**config.mk**
```make
export PLATFORM = sky130hd
export DESIGN_NAME = twostage_wdog
export DESIGN_NICKNAME = d
export VERILOG_FILES = /design/src/rtl/twostage_wdog_pkg.sv /design/src/rtl/wdog_timebase.sv /design/src/rtl/wdog_interval.sv /design/src/rtl/wdog_ctrl.sv /design/src/rtl/twostage_wdog.sv
export SDC_FILE = /design/constraint.sdc
export NUM_CORES = 1
export LEC_CHECK = 0
export ABC_AREA = 1
export CORE_UTILIZATION = 50
export CTS_CLUSTER_DIAMETER = 200
export CTS_CLUSTER_SIZE = 20
export DETAILED_ROUTE_END_ITERATION = 8
export PLACE_DENSITY = 0.79
export SETUP_SLACK_MARGIN = 0.3
export SLEW_MARGIN = 20
export SYNTH_ARGS = -nofsm -noshare
export SYNTH_HDL_FRONTEND = slang
export SYNTH_SLANG_ARGS = --single-unit
```
**constraint.sdc**
```tcl
create_clock -name clk -period 2.1 [get_ports clk]
set_input_delay 0.42 -clock clk [delete_from_list [all_inputs] [get_ports clk]]
set_output_delay 0.42 -clock clk [all_outputs]
set_load 0.01 [all_outputs]
```
**src/rtl/twostage_wdog_pkg.sv**
```systemverilog
package twostage_wdog_pkg;

    localparam int ADDR_W = 4;
    localparam int DATA_W = 32;

    // Register offsets (byte addresses)
    localparam logic [ADDR_W-1:0] OFS_CTL = 4'h0;
    localparam logic [ADDR_W-1:0] OFS_ARM = 4'h4;
    localparam logic [ADDR_W-1:0] OFS_TB  = 4'h8;

    // Bit positions in the two control words
    localparam int B_RSTF = 3;
    localparam int B_EXPF = 2;
    localparam int B_ENA  = 1;
    localparam int B_ENB  = 0;

    typedef enum logic [1:0] {
        SEL_CTL,
        SEL_ARM,
        SEL_TB,
        SEL_NONE
    } sel_e;

    typedef struct packed {
        logic rst_seen;
        logic expired;
        logic en_a;
        logic en_b;
    } wd_state_t;

    function automatic sel_e decode(input logic [ADDR_W-1:0] a);
        if (a == OFS_CTL)      return SEL_CTL;
        else if (a == OFS_ARM) return SEL_ARM;
        else if (a == OFS_TB)  return SEL_TB;
        else                   return SEL_NONE;
    endfunction

endpackage

```
**src/rtl/wdog_timebase.sv**
```systemverilog
module wdog_timebase #(
    parameter int TB_W = 32
) (
    input  logic            clk,
    input  logic            rst,
    output logic [TB_W-1:0] tb
);
    always_ff @(posedge clk) begin
        if (rst) tb <= '0;
        else     tb <= tb + 1'b1;
    end
endmodule

```
**src/rtl/wdog_interval.sv**
```systemverilog
module wdog_interval #(
    parameter int IVL_W = 16
) (
    input  logic clk,
    input  logic rst,
    input  logic run,
    input  logic kick,
    output logic expire
);
    localparam logic [IVL_W-1:0] LAST = '1;

    logic [IVL_W-1:0] cnt;

    // Wraps to zero on the expiring edge, so the next interval is full length
    assign expire = run & ~kick & (cnt == LAST);

    always_ff @(posedge clk) begin
        if (rst || kick || !run) cnt <= '0;
        else                     cnt <= cnt + 1'b1;
    end
endmodule

```
**src/rtl/wdog_ctrl.sv**
```systemverilog
module wdog_ctrl
    import twostage_wdog_pkg::*;
#(
    parameter bit ENABLE_ONCE = 1'b0
) (
    input  logic      clk,
    input  logic      rst,
    input  logic      wr_ctl,
    input  logic      wr_arm,
    input  logic [3:0] nib,
    input  logic      expire,
    output wd_state_t st,
    output logic      running,
    output logic      kick,
    output logic      sys_rst
);
    logic lock;

    assign running = st.en_a & st.en_b;
    assign kick    = wr_ctl & (nib[B_RSTF] | nib[B_EXPF]);
    assign lock    = ENABLE_ONCE & running;

    always_ff @(posedge clk) begin
        if (rst) begin
            st      <= '0;
            sys_rst <= 1'b0;
        end else begin
            sys_rst <= 1'b0;
            if (wr_ctl) begin
                if (!lock)        st.en_a     <= nib[B_ENA];
                if (nib[B_RSTF])  st.rst_seen <= 1'b0;
                if (nib[B_EXPF])  st.expired  <= 1'b0;
            end
            if (wr_arm && !lock)  st.en_b     <= nib[B_ENB];
            // Expiry is last so it overrides a same-cycle enable write
            if (expire) begin
                if (st.expired) begin
                    sys_rst     <= 1'b1;
                    st.rst_seen <= 1'b1;
                    st.expired  <= 1'b0;
                    st.en_a     <= 1'b0;
                    st.en_b     <= 1'b0;
                end else begin
                    st.expired  <= 1'b1;
                end
            end
        end
    end
endmodule

```
**src/rtl/twostage_wdog.sv**
```systemverilog
module twostage_wdog
    import twostage_wdog_pkg::*;
#(
    parameter int ADDR_W      = twostage_wdog_pkg::ADDR_W,
    parameter int DATA_W      = twostage_wdog_pkg::DATA_W,
    parameter int TB_W        = 32,
    parameter int IVL_W       = 16,
    parameter bit ENABLE_ONCE = 1'b0
) (
    input  logic              clk,
    input  logic              rst,
    input  logic [ADDR_W-1:0] bus_addr,
    input  logic              bus_we,
    input  logic [DATA_W-1:0] bus_wdata,
    input  logic              bus_re,
    output logic [DATA_W-1:0] bus_rdata,
    output logic              irq,
    output logic              sys_rst
);
    sel_e            sel;
    wd_state_t       st;
    logic            running;
    logic            kick;
    logic            expire;
    logic            wr_ctl;
    logic            wr_arm;
    logic [TB_W-1:0] tb_val;

    assign sel    = decode(bus_addr);
    assign wr_ctl = bus_we & (sel == SEL_CTL);
    assign wr_arm = bus_we & (sel == SEL_ARM);
    assign irq    = st.expired;

    wdog_timebase #(.TB_W(TB_W)) u_timebase (
        .clk (clk),
        .rst (rst),
        .tb  (tb_val)
    );

    wdog_interval #(.IVL_W(IVL_W)) u_interval (
        .clk    (clk),
        .rst    (rst),
        .run    (running),
        .kick   (kick),
        .expire (expire)
    );

    wdog_ctrl #(.ENABLE_ONCE(ENABLE_ONCE)) u_ctrl (
        .clk     (clk),
        .rst     (rst),
        .wr_ctl  (wr_ctl),
        .wr_arm  (wr_arm),
        .nib     (bus_wdata[3:0]),
        .expire  (expire),
        .st      (st),
        .running (running),
        .kick    (kick),
        .sys_rst (sys_rst)
    );

    always_comb begin
        bus_rdata = '0;
        if (bus_re) begin
            case (sel)
                SEL_CTL: begin
                    bus_rdata[B_RSTF] = st.rst_seen;
                    bus_rdata[B_EXPF] = st.expired;
                    bus_rdata[B_ENA]  = st.en_a;
                end
                SEL_ARM: bus_rdata[B_ENB] = st.en_b;
                SEL_TB:  bus_rdata = DATA_W'(tb_val);
                default: bus_rdata = '0;
            endcase
        end
    end
endmodule

```
==> results <==
[kinds of logic after synthesis]
group,Yosys count,synth area share
compound gates,50,0.08627
xor+xnor,6,0.01759
fa+ha+maj,5,0.02094
buf+inv,69,0.08752
flops,53,0.3551
mux,2,0.006700
simple gates,291,0.4259
[power by group through the flow]
stage	Clock [mW]	Combinational (mW)	Sequential, mW
floorplan	0	0.0772	1.04
global placement	0	0.121	1.04
detailed placement	0	0.124	1.04
CTS	0.831	0.166	1.02
global route	0.865	0.184	1.02
finish	0.823	0.175	1.02
[placed cells by master, fill, tap and decap left out, types with 2 or more instances in the layout]
cell type,instances
nor3_2,2
mux2i_1,2
dfxtp_1,53
nand2_2,9
nand2_4,2
inv_2,4
o21ai_0,14
inv_16,2
inv_1,53
nor2_2,8
nor2_4,9
or2_2,2
buf_12,3
nand3_1,26
xor2_1,3
a21oi_2,3
clkdlybuf4s50_1,8
bufinv_16,2
dlygate4sd2_1,3
nor3_1,2
nor2_1,78
xnor2_1,3
nand2_1,125
buf_6,8
nor3_4,21
nand4_1,2
clkbuf_8,5
ha_4,3
or2_0,2
buf_4,12
a21oi_1,30
ha_1,2
buf_2,29
[layout make-up]
class / instances / area [sq um]
Clock buffer: 5 / 68.82
Clock inverter: 3 / 65.06
Fill cell: 436 / 1486
Inverter: 59 / 240.2
Multi-Input combinational cell: 354 / 2013
Sequential cell: 53 / 1061
Tap cell: 72 / 90.09
Timing Repair Buffer: 66 / 550.5
Timing Repair inverter: 3 / 66.31
[worst max-delay path by stage]
stage,from,endpoint
2_1_floorplan,bus_addr[1],bus_rdata[10]
3_3_place_gp,bus_addr[1],bus_rdata[31]
5_1_grt,bus_addr[0],bus_rdata[0]
3_5_place_dp,bus_addr[1],bus_rdata[31]
4_1_cts,bus_addr[0],bus_rdata[18]
6_report,bus_addr[0],bus_rdata[0]
[per-layer routing]
| metal | share of wire | global-route usage | wire [microns] |
|---|---|---|---|
| met3 | 0.067 | 0.04828 | 601 |
| met4 | 0.024 | 0.1091 | 216 |
| met5 | 0 | 0 | 0 |
| met1 | 0.42 | 0.3674 | 3710 |
| met2 | 0.49 | 0.5138 | 4407 |
[stage by stage]
stage | instance area, sq um | cells | setup slack (ns) | power, mW | hold slack, ns
2_1_floorplan | 3297 | 476 | 0.2641 | 1.117 | 0.4173
3_3_place_gp | 3861 | 597 | -0.6422 | 1.159 | 0.4273
3_5_place_dp | 3861 | 597 | -0.6930 | 1.163 | 0.4552
4_1_cts | 4088 | 613 | 0.1447 | 2.013 | 0.4694
5_1_grt | 4155 | 615 | 0.02550 | 2.067 | 0.4958
6_report | 4155 | 615 | 0.08494 | 2.015 | 0.4605
[worst max-delay path, cell delays in order]
cell	delay, ns
buf_6	0.10
nor2_4	0.09
inv_2	0.05
nor2_4	0.12
ha_4	0.21
buf_6	0.11
nand2_1	0.09
a211oi_2	0.23
buf_2	0.17
[timing repair]
action | in CTS | in global routing
gates resized for setup | 170 | 13
setup endpoints to repair | 50 | 32
gates cloned | 4 | 0
buffers inserted | 4 | 2
pin swaps | 24 | 13
[sequential cells by signal, summed over array words and instances, names as in the netlist]
signal and cells:
u_timebase.tb 32, u_interval.cnt 16, u_ctrl.sys_rst 1, u_ctrl.st 4
==> impl_results.md <==
* Final net count at 587
* Vias at 3347
* Library cells used by synthesis at 28
* Relative slew margins at 0.8069
* CTS Root Cell: clkbuf_8
* Hold path start: u_interval.cnt[0]
* FF-to-FF End: u_timebase.tb[14]
* R2R depth at 8
* CTS tree: done
* Worst-skew pair later-pin latency at 0.31 ns
* First drt pass iteration count at 5
* Rows at 27
* Sequential area share after synthesis at 0.3551
* CP arrival at 1.60 ns
* CTS max path bufs at 2
* Max-cap viol count at 0
* Number of global-route vias before repair at 3191
* GRT Total Usage at 0.2966
* Area Growth Syn to Fin at 39.07%
* Syn_area_per_cell at 6.277 sq um
* Clk_skew at 0.008686 ns
* Setup crit start kind: input pin
* Starting density of the core at 0.5296
* Post-route minimum period at 2.015 ns
* Power share of the combinational group at 0.087
* Internal power at 1.555 mW
* Sw Pwr at 0.4593 mW
* R2R Path Start: u_timebase.tb[0]
* Flop pwr share at 0.505
* Hold Path End: u_interval.cnt[0]
* RSZ-0062 raised after global routing: yes
* Initial antenna violation count at 0
* Cell count after synthesis at 476
* Fmax at 496.3 MHz
* Ports at 74
* Largest net degree at the start of global routing at 21
* DRC violations left at 0
* Worst-Margin Slew at 0.2885 ns
* Initial DRC count at 302
* Crit. End Element: primary output
* Top cells by count, synth: nand2_1 (130), nor2_1 (82), inv_1 (58)
* Fin. max-slew vios at 0
* Core Footprint at 5642 sq um
* Mapped Area at 2988 sq um
* Vias per std cell at 5.442
* ANT nets after route at 0
* Number of diodes at 0
* Die width at 79.30 microns
* Final WL at 8.936 mm
* Reg2reg setup slack at 0.48 ns
* Die Y at 79.30 microns
* Global-route wire length before repair at 14.43 mm
* Final Hold Fails at 0
* Clock Power Share at 0.408
* Post-synth top area share at 0.3551
* Sw Ratio at 0.2280
* Hold depth at 1
* Maximum VDD drop at 0.3031 mV
* Syn_nets at 521
* Worst-path maximum fanout at 4
* Worst min path class: flip-flop to flip-flop
* Post-synth EDFFs at 0
* Routability congestion estimate at 0.9086
* Critical path class: input pin to primary output
* I/O Buffers at 45
* HPWL Detailed at 5.877 mm
* Fin crit share at 0.9596
* Worst-path clk slew at 0.10 ns
* Post-synth top flop: dfxtp_1
* Cell leakage power at 1.582 nW
* Max H-tree Level at 2
* CTS Hold Bufs at 0
* Post-layout util at 0.7365
* # clock sinks at 53
* Pwr/cell area at 484.8 nW/um^2
* Synth top area cells: dfxtp_1 (36%), nand2_1 (16%), nor2_1 (10%)
* Synth Warn # at 0
* Congestion Overflow GR at 0
* Most common cell in the synthesized netlist: nand2_1
* Status: complete, no violations
* Total Die Area at 6288 sq um
* Wire per inst at 14.53 microns
* Area leader, netlist: dfxtp_1
* Ys async rst share at 0
* Share of cells above drive strength 1 at 0.2468
* Synthesized flop and latch total at 53
* Required time worst endpoint at 1.68 ns
* Final number of setup-violating endpoints at 0
* Total CTS buffers at 5
* Sum Neg Setup Slack at 0 ns
Note: power is estimated with default switching activity, not from simulation.
